[src/rtl/hz_pkg.sv]
package hz_pkg;

  typedef enum logic [3:0] {
    IC_OTHER     = 4'd0,
    IC_SALU      = 4'd1,
    IC_SOPP      = 4'd2,
    IC_SALU_XMPT = 4'd3,
    IC_SMEM      = 4'd4,
    IC_SBUF_ST   = 4'd5,
    IC_SBUF_LD   = 4'd6,
    IC_VALU      = 4'd7,
    IC_VNOP      = 4'd8,
    IC_VCMP      = 4'd9,
    IC_PERM      = 4'd10,
    IC_VMEM      = 4'd11,
    IC_FLAT      = 4'd12,
    IC_DS        = 4'd13,
    IC_BRANCH    = 4'd14,
    IC_WAIT      = 4'd15
  } iclass_e;

  typedef enum logic [2:0] {
    WK_NONE   = 3'd0,
    WK_VM     = 3'd1,
    WK_LGKM   = 3'd2,
    WK_VS     = 3'd3,
    WK_DEPCTR = 3'd4,
    WK_OTHER  = 3'd5
  } wkind_e;

  localparam int NUM_HAZ = 7;
  localparam int HZ_VMS  = 0;
  localparam int HZ_SMV  = 1;
  localparam int HZ_PERM = 2;
  localparam int HZ_EXEC = 3;
  localparam int HZ_LBV  = 4;
  localparam int HZ_SST  = 5;
  localparam int HZ_OFS  = 6;

  function automatic logic is_valu_f(input iclass_e c);
    return (c == IC_VALU) || (c == IC_VNOP) || (c == IC_VCMP) || (c == IC_PERM);
  endfunction

  function automatic logic is_scalar_writer_f(input iclass_e c);
    return (c == IC_SALU) || (c == IC_SALU_XMPT) || (c == IC_SMEM) || (c == IC_SBUF_LD);
  endfunction

  function automatic logic is_smem_f(input iclass_e c);
    return (c == IC_SMEM) || (c == IC_SBUF_ST) || (c == IC_SBUF_LD);
  endfunction

  function automatic logic [2:0] lowest_set_f(input logic [NUM_HAZ-1:0] f);
    logic [2:0] r;
    r = 3'd0;
    for (int i = NUM_HAZ - 1; i >= 0; i--) begin
      if (f[i]) r = 3'(i);
    end
    return r;
  endfunction

endpackage

[src/rtl/hz_mask_track.sv]
module hz_mask_track #(
  parameter int N = 128
) (
  input  logic         clk,
  input  logic         rst,
  input  logic         set_en,
  input  logic [N-1:0] set_mask,
  input  logic         chk_en,
  input  logic [N-1:0] chk_mask,
  input  logic         clr,
  output logic         hit
);

  logic [N-1:0] pend;

  assign hit = chk_en && ((pend & chk_mask) != '0);

  always_ff @(posedge clk) begin
    if (rst) begin
      pend <= '0;
    end else if (clr) begin
      pend <= '0;
    end else if (set_en) begin
      pend <= pend | set_mask;
    end
  end


  clr_empties_chk: assert property (@(posedge clk) disable iff (rst)
    clr |=> (pend == '0));


  set_holds_chk: assert property (@(posedge clk) disable iff (rst)
    (set_en && !clr) |=> ((pend & $past(set_mask)) == $past(set_mask)));

endmodule

[src/rtl/hz_branch_seq.sv]
module hz_branch_seq (
  input  logic clk,
  input  logic rst,
  input  logic vm_ev,
  input  logic ds_ev,
  input  logic br_ev,
  input  logic clr,
  output logic hit
);

  logic vm_seen, ds_seen, vm_br, ds_br;

  assign hit = (vm_ev && ds_br) || (ds_ev && vm_br);

  always_ff @(posedge clk) begin
    if (rst || clr) begin
      vm_seen <= 1'b0;
      ds_seen <= 1'b0;
      vm_br   <= 1'b0;
      ds_br   <= 1'b0;
    end else begin
      if (vm_ev) vm_seen <= 1'b1;
      if (ds_ev) ds_seen <= 1'b1;
      if (br_ev) begin
        vm_br <= vm_br | vm_seen;
        ds_br <= ds_br | ds_seen;
      end
    end
  end


  vscnt_clear_chk: assert property (@(posedge clk) disable iff (rst)
    clr |=> !(vm_br || ds_br || vm_seen || ds_seen));


  needs_branch_chk: assert property (@(posedge clk) disable iff (rst)
    (!br_ev && !vm_br && !ds_br) |=> !(vm_br || ds_br));

endmodule

[src/rtl/hz_store_match.sv]
module hz_store_match #(
  parameter int ADDR_W = 32,
  parameter int DEPTH  = 4
) (
  input  logic              clk,
  input  logic              rst,
  input  logic              st_en,
  input  logic              ld_en,
  input  logic [ADDR_W-1:0] addr,
  input  logic              clr,
  output logic              hit
);

  localparam int PTR_W = (DEPTH > 1) ? $clog2(DEPTH) : 1;

  logic [ADDR_W-1:0] ent_addr [DEPTH];
  logic [DEPTH-1:0]  ent_vld;
  logic [DEPTH-1:0]  match;
  logic [PTR_W-1:0]  wr_ptr;

  for (genvar g = 0; g < DEPTH; g++) begin : g_cmp
    assign match[g] = ent_vld[g] && (ent_addr[g] == addr);
  end

  assign hit = ld_en && (match != '0);

  always_ff @(posedge clk) begin
    if (rst) begin
      ent_vld <= '0;
      wr_ptr  <= '0;
    end else if (clr) begin
      ent_vld <= '0;
    end else if (st_en) begin
      ent_addr[wr_ptr] <= addr;
      ent_vld[wr_ptr]  <= 1'b1;
      wr_ptr <= (wr_ptr == PTR_W'(DEPTH - 1)) ? '0 : wr_ptr + 1'b1;
    end
  end


  lgkm_forget_chk: assert property (@(posedge clk) disable iff (rst)
    clr |=> (ent_vld == '0));


  store_kept_chk: assert property (@(posedge clk) disable iff (rst)
    (st_en && !clr) |=> ($countones(ent_vld) >= 1));

endmodule

[src/rtl/hazard_detector.sv]
module hazard_detector
  import hz_pkg::*;
#(
  parameter int SGPR_N   = 128,
  parameter int IMM_W    = 16,
  parameter int ADDR_W   = 32,
  parameter int OFF_W    = 16,
  parameter int ST_DEPTH = 4,
  parameter int EXEC_IDX = 126,
  parameter int M0_IDX   = 124,
  parameter logic [IMM_W-1:0] DEPCTR_KEY = 16'hFFFE,
  localparam int IDX_W   = $clog2(SGPR_N)
) (
  input  logic              clk,
  input  logic              rst,
  input  logic              in_valid,
  input  logic [3:0]        in_class,
  input  logic [2:0]        in_wait_kind,
  input  logic [IMM_W-1:0]  in_wait_imm,
  input  logic [SGPR_N-1:0] in_sgpr_rd,
  input  logic              in_sgpr_wr_en,
  input  logic [IDX_W-1:0]  in_sgpr_wr_idx,
  input  logic              in_exec_rd,
  input  logic              in_exec_wr,
  input  logic [ADDR_W-1:0] in_saddr,
  input  logic [OFF_W-1:0]  in_offset,
  output logic [NUM_HAZ-1:0] hz_flag,
  output logic [2:0]        hz_id
);

  localparam logic [SGPR_N-1:0] ONE_BIT  = SGPR_N'(1);
  localparam logic [SGPR_N-1:0] EXEC_BIT = ONE_BIT << EXEC_IDX;
  localparam logic [OFF_W-1:0]  OFS_MASK = OFF_W'(63);

  iclass_e cls;
  wkind_e  wk;
  logic    v, valu, is_wait, imm_zero;
  logic [SGPR_N-1:0] rd_mask, wr_mask;

  // named events
  logic ev_vmem_rd, ev_scalar_wr, ev_vms_clr;
  logic ev_smem_rd, ev_valu_wr, ev_smv_clr;
  logic ev_vm, ev_ds, ev_br, ev_vs0;
  logic ev_st, ev_ld, ev_lgkm0;
  logic ev_exec_rd_nv, ev_exec_wr_v, ev_exec_clr;

  logic hit_vms, hit_smv, hit_perm, hit_exec, hit_lbv, hit_sst, hit_ofs;
  logic perm_pend, exec_pend;
  logic [NUM_HAZ-1:0] hits;

  assign cls      = iclass_e'(in_class);
  assign wk       = wkind_e'(in_wait_kind);
  assign v        = in_valid;
  assign valu     = is_valu_f(cls);
  assign is_wait  = (cls == IC_WAIT);
  assign imm_zero = (in_wait_imm == '0);

  assign rd_mask = in_sgpr_rd | (in_exec_rd ? EXEC_BIT : '0);
  assign wr_mask = (in_sgpr_wr_en ? (ONE_BIT << in_sgpr_wr_idx) : '0)
                 | (in_exec_wr ? EXEC_BIT : '0);

  assign ev_vmem_rd   = v && ((cls == IC_VMEM) || (cls == IC_FLAT) || (cls == IC_DS));
  assign ev_scalar_wr = v && is_scalar_writer_f(cls);
  assign ev_vms_clr   = v && (valu || (is_wait && wk == WK_VM && imm_zero));

  assign ev_smem_rd   = v && is_smem_f(cls);
  assign ev_valu_wr   = v && valu;
  assign ev_smv_clr   = v && ((cls == IC_SALU) || (is_wait && wk == WK_LGKM));

  assign ev_vm    = v && (cls == IC_VMEM);
  assign ev_ds    = v && (cls == IC_DS);
  assign ev_br    = v && (cls == IC_BRANCH);
  assign ev_vs0   = v && is_wait && (wk == WK_VS) && imm_zero;

  assign ev_st    = v && (cls == IC_SBUF_ST);
  assign ev_ld    = v && (cls == IC_SBUF_LD);
  assign ev_lgkm0 = v && is_wait && (wk == WK_LGKM) && imm_zero;

  assign ev_exec_rd_nv = v && !valu && in_exec_rd;
  assign ev_exec_wr_v  = v && valu && in_exec_wr;
  assign ev_exec_clr   = v && ((valu && in_sgpr_wr_en) ||
                               (is_wait && wk == WK_DEPCTR && in_wait_imm == DEPCTR_KEY));

  hz_mask_track #(.N(SGPR_N)) u_vms (
    .clk(clk), .rst(rst),
    .set_en(ev_vmem_rd), .set_mask(rd_mask),
    .chk_en(ev_scalar_wr), .chk_mask(wr_mask),
    .clr(ev_vms_clr), .hit(hit_vms)
  );

  hz_mask_track #(.N(SGPR_N)) u_smv (
    .clk(clk), .rst(rst),
    .set_en(ev_smem_rd), .set_mask(rd_mask),
    .chk_en(ev_valu_wr), .chk_mask(wr_mask),
    .clr(ev_smv_clr), .hit(hit_smv)
  );

  hz_branch_seq u_lbv (
    .clk(clk), .rst(rst),
    .vm_ev(ev_vm), .ds_ev(ev_ds), .br_ev(ev_br),
    .clr(ev_vs0), .hit(hit_lbv)
  );

  hz_store_match #(.ADDR_W(ADDR_W), .DEPTH(ST_DEPTH)) u_sst (
    .clk(clk), .rst(rst),
    .st_en(ev_st), .ld_en(ev_ld), .addr(in_saddr),
    .clr(ev_lgkm0), .hit(hit_sst)
  );

  assign hit_perm = v && (cls == IC_PERM) && perm_pend;
  assign hit_exec = ev_exec_wr_v && exec_pend;
  assign hit_ofs  = ev_br && ((in_offset & OFS_MASK) == OFS_MASK);

  always_ff @(posedge clk) begin
    if (rst) begin
      perm_pend <= 1'b0;
      exec_pend <= 1'b0;
    end else if (v) begin
      if (cls == IC_VCMP) perm_pend <= 1'b1;
      else if (cls == IC_VALU || cls == IC_PERM) perm_pend <= 1'b0;
      if (ev_exec_clr) exec_pend <= 1'b0;
      else if (ev_exec_rd_nv) exec_pend <= 1'b1;
    end
  end

  always_comb begin
    hits = '0;
    hits[HZ_VMS]  = hit_vms;
    hits[HZ_SMV]  = hit_smv;
    hits[HZ_PERM] = hit_perm;
    hits[HZ_EXEC] = hit_exec;
    hits[HZ_LBV]  = hit_lbv;
    hits[HZ_SST]  = hit_sst;
    hits[HZ_OFS]  = hit_ofs;
  end

  always_ff @(posedge clk) begin
    if (rst) begin
      hz_flag <= '0;
      hz_id   <= '0;
    end else begin
      hz_flag <= v ? hits : '0;
      hz_id   <= v ? lowest_set_f(hits) : '0;
    end
  end


  idle_quiet_chk: assert property (@(posedge clk) disable iff (rst)
    !$past(in_valid) |-> (hz_flag == '0));


  id_match_chk: assert property (@(posedge clk) disable iff (rst)
    (hz_flag != '0) |-> hz_flag[hz_id]);


  br_offset_chk: assert property (@(posedge clk) disable iff (rst)
    (in_valid && cls == IC_BRANCH && in_offset[5:0] == 6'h3F) |=> hz_flag[HZ_OFS]);


  perm_source_chk: assert property (@(posedge clk) disable iff (rst)
    hz_flag[HZ_PERM] |-> ($past(in_class) == 4'(IC_PERM)));


  exec_source_chk: assert property (@(posedge clk) disable iff (rst)
    hz_flag[HZ_EXEC] |-> $past(in_exec_wr));

endmodule

[config.mk]
export PLATFORM = sky130hd
export DESIGN_NAME = hazard_detector
export DESIGN_NICKNAME = d
export VERILOG_FILES = /design/src/rtl/hz_pkg.sv /design/src/rtl/hz_mask_track.sv /design/src/rtl/hz_branch_seq.sv /design/src/rtl/hz_store_match.sv /design/src/rtl/hazard_detector.sv
export SDC_FILE = /design/constraint.sdc
export NUM_CORES = 1
export LEC_CHECK = 0
export BUFFER_PORTS_ARGS = -buffer_cell sky130_fd_sc_hd__buf_2
export CAP_MARGIN = 10
export CORE_MARGIN = 4
export CORE_UTILIZATION = 30
export CTS_CLUSTER_SIZE = 10
export DETAILED_ROUTE_END_ITERATION = 10
export GPL_TIMING_DRIVEN = 0
export SLEW_MARGIN = 10
export SYNTH_ARGS = -nofsm -noshare
export SYNTH_HDL_FRONTEND = slang
export SYNTH_SLANG_ARGS = --single-unit
[constraint.sdc]
create_clock -name clk -period 10.9 [get_ports clk]
set_input_delay 2.725 -clock clk [delete_from_list [all_inputs] [get_ports clk]]
set_output_delay 2.725 -clock clk [all_outputs]
set_load 0.01 [all_outputs]
==> results.ini, run 1 <==
[final_layout]
layout_common_cells=nor2_1 (295), a21oi_1 (280), dfxtp_1 (278), buf_2 (231), edfxtp_1 (128)
drive_above_1_share=0.1664
fillCellCount=5729
nNetsFinal=2204
design_area_um2=20610
areaGrowthSynthToFinish_pct=21.02
fin_cells=2771
final_common_cell=nor2_1
final_util=0.3663

[detailed_routing]
vias_per_cell=5.443
ant_nets=0
routed-via-count=15083
wl_um=73160
drt_pre_antenna_iters=8
drc_errors=0
drt_iter0_drc=1507
avgRoutedWirePerCell_um=26.40

[clock_tree]
postCtsSetupBuffers=0
numClockSinks=406
cts-resized-gates=0
cts_tree=yes
clockBufferDepth=3
htreeDepth=2
cts-buffers-inserted=48
clk_pin_slew_ns=0.05
holdBufCountCts=0
cts_root_buf=clkbuf_16
clk-insertion-delay-late_ns=0.61

[placed_design]
place_area_um2=19170
dpl.cell_count=2694
portBuffers=206
gp_congestion=1.022
dp_hpwl_um=55570

[grt]
grt_max_degree=30
grtUsageTotal=0.2321
antenna_found_initial=2
grt_pass1_vias=14368
grtUsageMet3=0.04930
grt_pass1_wl_um=102300
grt_overflow=0
grt_use_met2=0.3615
grt-busiest-layer=met2
grtUsageMet1=0.3224

[sta]
rsz0062_at_grt=false
final.setup.tns_ns=0
setup_viol=0
worst_pin_slew_ns=1.279
post-route-period-util=0.5681
period_minus_slack_ns=6.192
max_slew_margin=0.1472
skew_ns=0.02381
slew_violations=0
hold_violations=0
max_freq_ghz=0.1615

[floorplan]
die_w_um=246.3
die_area_um2=60650
core_um2=56280
io_pins=222
start_util=0.3027
fp.dieH_um=246.3
row_count=87

[power]
ir_drop_v=0.0001125
powerDensity_nw_per_um2=165.1
leakage_uw=0.007489

[setup_path]
crit_arrival_ns=6.65
start_kind=input port
worstSetupEndpointType=flip-flop
worst-setup-path-type=in -> reg
required_ns=11.36
cp_max_fo=10

[flow_run]
cap_violations=0

[status]
status=finished, final reports clean

[synth]
avgSynthCellArea_um2=9.868
yosysWarnings=0
synth-main-ff-cell=dfxtp_1
syn_inst=1726
synth-seq-cells=406
synth_edf_count=128
seq_area_frac_synth=0.5524
ys_async_sr_fraction=0
syn_nets=1942
synthesis.area_um2=17030
post_synth_num_cell_types=71

[worst_hold_path]
min_path_type=reg -> reg

[per-stage QoR]
| stage | total power, µW | hold slack, ns | setup slack [ns] |
|---|---|---|---|
| floorplan | 1762 | 0.4286 | 5.511 |
| global placement | 1920 | 0.4426 | 4.219 |
| detailed placement | 1923 | 0.4511 | 4.248 |
| CTS | 3426 | 0.4650 | 4.871 |
| global route | 3514 | 0.4897 | 4.672 |
| finish | 3404 | 0.4599 | 4.708 |
[critical path, cell delays in order]
cell and delay (ns):
buf_4 0.18, buf_2 0.33, buf_1 0.94, mux2i_1 0.50, nor4_1 0.12, nor4_1 0.39, nand4_1 0.24, nor4_1 0.59
a31oi_1 0.28, a21oi_1 0.27, nor3_1 0.07
[Yosys cell counts (5+ instances only)]
cell type / instances / area [µm²]
edfxtp_1: 128 / 3844
and2_1: 7 / 43.79
nand4b_1: 5 / 43.79
inv_1: 15 / 56.30
nand3b_1: 15 / 112.6
nor3b_1: 8 / 60.06
and3_1: 13 / 81.33
nor3_1: 21 / 105.1
a22oi_1: 19 / 142.6
and4b_1: 6 / 60.06
buf_1: 12 / 45.04
mux2_2: 12 / 135.1
xor2_1: 121 / 1060
buf_4: 5 / 37.54
nor2b_1: 13 / 81.33
o211ai_1: 5 / 37.54
mux2i_1: 30 / 300.3
xnor2_1: 6 / 52.55
a32oi_1: 12 / 105.1
buf_2: 25 / 125.1
clkbuf_1: 66 / 247.7
a22o_1: 18 / 157.7
and4_1: 10 / 87.58
nand3_1: 45 / 225.2
dfxtp_1: 278 / 5565
a21oi_1: 280 / 1401
or4_1: 8 / 60.06
o21ai_0: 14 / 70.07
nor2_1: 299 / 1122
nor4_1: 46 / 287.8
nand2b_1: 10 / 62.56
o2111ai_1: 5 / 43.79
nand4_1: 45 / 281.5
a31oi_1: 10 / 62.56
nand2_1: 38 / 142.6
[where the power goes]
group	internal [µW]	switching, µW
clock	873	630
sequential	1590	23.7
combinational	87.6	202
total	2550	856
[worst paths after layout]
kind                                         from  cells past startpoint             end  slack [ns]
worst min-delay path               u_vms.pend[66]                      2  u_vms.pend[66]        0.46
worst max-delay path            in_sgpr_wr_idx[0]                     11        hz_id[0]        4.71
worst min register to register     u_vms.pend[66]                      2  u_vms.pend[66]        0.46
worst max register to register      u_smv.pend[9]                      8        hz_id[0]        7.77
[flip-flops by register name, summed over array words and instances, names as in the netlist]
name / count
u_smv.pend: 128
u_sst.ent_addr: 128
u_vms.pend: 128
hz_flag: 7
u_sst.ent_vld: 4
hz_id: 3
u_sst.wr_ptr: 2
exec_pend: 1
perm_pend: 1
u_lbv.ds_br: 1
u_lbv.ds_seen: 1
u_lbv.vm_br: 1
u_lbv.vm_seen: 1
[cell type report]
type | instances | area, µm² | share of cell area
inverters | 15 | 56.30 | 0.002731
repair buffers | 212 | 1145 | 0.05554
well taps | 756 | 945.9 | 0.04589
clock buffers | 68 | 1296 | 0.06288
diodes | 2 | 5.005 | 0.0002428
clock inverters | 7 | 142.6 | 0.006920
multi-input cells | 1193 | 7113 | 0.3451
flip-flops and latches | 406 | 9409 | 0.4564
plain buffers | 112 | 500.5 | 0.02428
[kinds of logic after synthesis]
family / synth area share
AO/OA/AOI/OAI: 0.1396
multiplexers: 0.02623
XOR/XNOR: 0.06531
adder cells (fa/ha/maj): 0.002938
AND/OR/NAND/NOR: 0.1808
flip-flops: 0.5524
buffers and inverters: 0.03269
[routing by layer]
| metal | vias to the layer above | wire length, µm |
|---|---|---|
| li1 | 6770 | - |
| met1 | 7419 | 32540 |
| met2 | 763 | 31940 |
| met3 | 131 | 6092 |
| met4 | 0 | 2582 |
| met5 | - | 0 |
Note: power is estimated with default switching activity, not from simulation.
==> inputs of run 2 (changes only) <==
- ABC_AREA: unset -> 1
- clock period: 10.9 -> 5.8 ns (I/O delays scaled with it)
==> results.ini, run 2 <==
[status]
status=finished, final reports clean

[clock_tree]
clk-insertion-delay-late_ns=0.61
postCtsSetupBuffers=0
cts-resized-gates=0
holdBufCountCts=0
clk_pin_slew_ns=0.05
cts_root_buf=clkbuf_16
cts-buffers-inserted=49
htreeDepth=2
numClockSinks=406
clockBufferDepth=3
cts_tree=yes

[setup_path]
cp_slowest_stage_delay_ns=0.78
start_kind=input port
cp_max_fo=10
crit_arrival_ns=3.99
r2r-start=u_sst.ent_addr[3][6]
critical_path.cell_chain=buf_2, nand2_1, inv_2, buf_1, nand3_1, nand2_1, nor2_1, nand2_1, nor2_1, nand2_1, nor2_1, nand2_1, nand2_1, nand3_1, nor2_1
r2r_end=hz_id[0]
worstSetupEndpointType=flip-flop
crit_top_cell=nand2_1
crit_buf_inv=3
rr_worst_depth=10
rrSetupSlack_ns=3.75
cpMaxStageDelayCell=buf_1
critical-path-top-delay-family=simple AND/OR/NAND/NOR gates
required_ns=6.26
worst-setup-path-type=in -> reg

[detailed_routing]
vias_per_cell=4.920
drt_pre_antenna_iters=5
ant_nets=0
drc_errors=0
wl_um=63660
avgRoutedWirePerCell_um=19.12
drt_iter0_drc=1434
routed-via-count=16382

[sta]
worst_pin_slew_ns=1.191
max_freq_ghz=0.2830
period_minus_slack_ns=3.533
setup_viol=0
max_slew_margin=0.2061
skew_ns=0.04583
rsz0062_at_grt=false
post-route-period-util=0.6092
slew_violations=0
final.setup.tns_ns=0
fin_ws_ns=2.267
hold_violations=0

[synth]
synth_edf_count=128
synth-main-ff-cell=dfxtp_1
syn_nets=2486
yosysWarnings=0
synth-seq-cells=406
ys_async_sr_fraction=0
yosysMostFrequentCell=nand2_1
synth.area.top_cells=dfxtp_1 (31%), edfxtp_1 (22%), nand2_1 (9.6%)
seq_area_frac_synth=0.5290
post_synth_num_cell_types=34
avgSynthCellArea_um2=7.836
ys_top_cells_by_count=nand2_1 (453), nor2_1 (367), dfxtp_1 (278)
synthesis.area_um2=17790
yosysTopAreaCellShare=0.3129
synth_top_area_cell=dfxtp_1
syn_inst=2270

[floorplan]
die_w_um=251.5
core_um2=58250
fp.dieH_um=251.5
die_area_um2=63250
row_count=88
start_util=0.3054
io_pins=222

[power]
clock_power_share=0.453
power_frac_seq=0.472
leakage_uw=0.008536
p_comb_frac=0.075
swShare=0.2484
powerDensity_nw_per_um2=298.5
ir_drop_v=0.0002578
p_switching_uw=1587
internal_power_uw=4801

[worst_hold_path]
holdPathStages=2
hold_end=u_lbv.vm_seen
min_path_type=reg -> reg
hold_path_startpoint=u_lbv.vm_seen

[placed_design]
gp_congestion=0.9812
portBuffers=207
dp_hpwl_um=47670
place_worst_setup_slack_ns=1.727

[grt]
antenna_found_initial=11
grt_use_met2=0.2992
grt_overflow=0
grtUsageMet3=0.04835
grtUsageMet1=0.2620
grtUsageTotal=0.1929
grt_max_degree=23
grt_pass1_vias=15199
grt-busiest-layer=met2
grt_pass1_wl_um=92870

[final_layout]
drive_above_1_share=0.1286
nNetsFinal=2748
fillCellCount=6125
layout_common_cells=nand2_1 (453), nor2_1 (363), dfxtp_1 (278), a21oi_1 (266), buf_2 (239)
final_common_cell=nand2_1
areaGrowthSynthToFinish_pct=20.33
reg_top3=u_smv.pend (128), u_sst.ent_addr (128), u_vms.pend (128)

[flow_run]
cap_violations=0

[run 2: cell types whose count changed after synthesis, moves of 38 or more]
cell,delta
inv_1,+196
nand2_1,+415
nand3_1,+151
nand4_1,+38
nor2_1,+68
xor2_1,-90
[run 2: worst min-delay path, stage by stage, from the launching register on]
cell	delay (ns)
dfxtp_1	0.30
inv_1	0.05
a21oi_1	0.05
[run 2: through the flow]
stage	utilization	power, µW	instances	hold WS [ns]	cell area (µm²)
finish	0.3675	6388	3330	0.4452	21400
global route	0.3672	6609	3323	0.4600	21390
CTS	0.3672	6454	3323	0.4453	21390
detailed placement	0.3419	3545	3246	0.4370	19910
global placement	0.3396	3543	3242	0.4325	19780
floorplan	-	3293	2270	0.4256	17790
[run 2: power groups by stage]
stage / registers (µW) / logic [µW] / clock network [µW]
after floorplan: 3070 / 227 / 0
after global placement: 3070 / 470 / 0
after detailed placement: 3070 / 471 / 0
after CTS: 3010 / 472 / 2970
after global routing: 3020 / 520 / 3070
final: 3010 / 479 / 2890
[run 2: worst max path at each step]
stage / startpoint / to / cells after the start
after floorplan: in_valid / u_sst.ent_addr[0][0] / 5
final: in_sgpr_wr_idx[6] / hz_id[2] / 15
after global placement: in_valid / u_sst.ent_addr[1][6] / 5
after global routing: in_sgpr_wr_en / hz_flag[1] / 14
after CTS: in_sgpr_wr_en / hz_flag[1] / 14
after detailed placement: in_sgpr_wr_idx[6] / hz_flag[1] / 14
[run 2: metal layers]
| layer | part of all wire | vias up | wire length [µm] |
|---|---|---|---|
| met1 | 0.43 | 7516 | 27610 |
| met2 | 0.44 | 675 | 27930 |
| li1 | - | 8037 | - |
| met5 | 0.00050 | - | 32 |
| met3 | 0.091 | 150 | 5779 |
| met4 | 0.036 | 4 | 2302 |
[run 2: logic make-up (layout without fill, tap and decap cells)]
kind of cell / after synthesis / count (layout) / synth area share
compound gates: 354 / 354 / 0.1042
xor+xnor: 46 / 46 / 0.02265
fa+ha+maj: 4 / 4 / 0.002814
buf+inv: 322 / 610 / 0.07041
flops: 406 / 406 / 0.5290
other cells: 0 / 7 / 0
simple gates: 1138 / 1138 / 0.2709
[run 2: layout make-up]
cell class,instances,area [µm²],area share
Antenna cell,7,17.52,0.0008184
Buffer,103,430.4,0.02011
Clock buffer,69,1331,0.06220
Clock inverter,8,141.4,0.006606
Inverter,219,822.0,0.03841
Multi-Input combinational cell,1542,7156,0.3343
Sequential cell,406,9409,0.4396
Tap cell,765,957.2,0.04472
Timing Repair Buffer,211,1139,0.05320
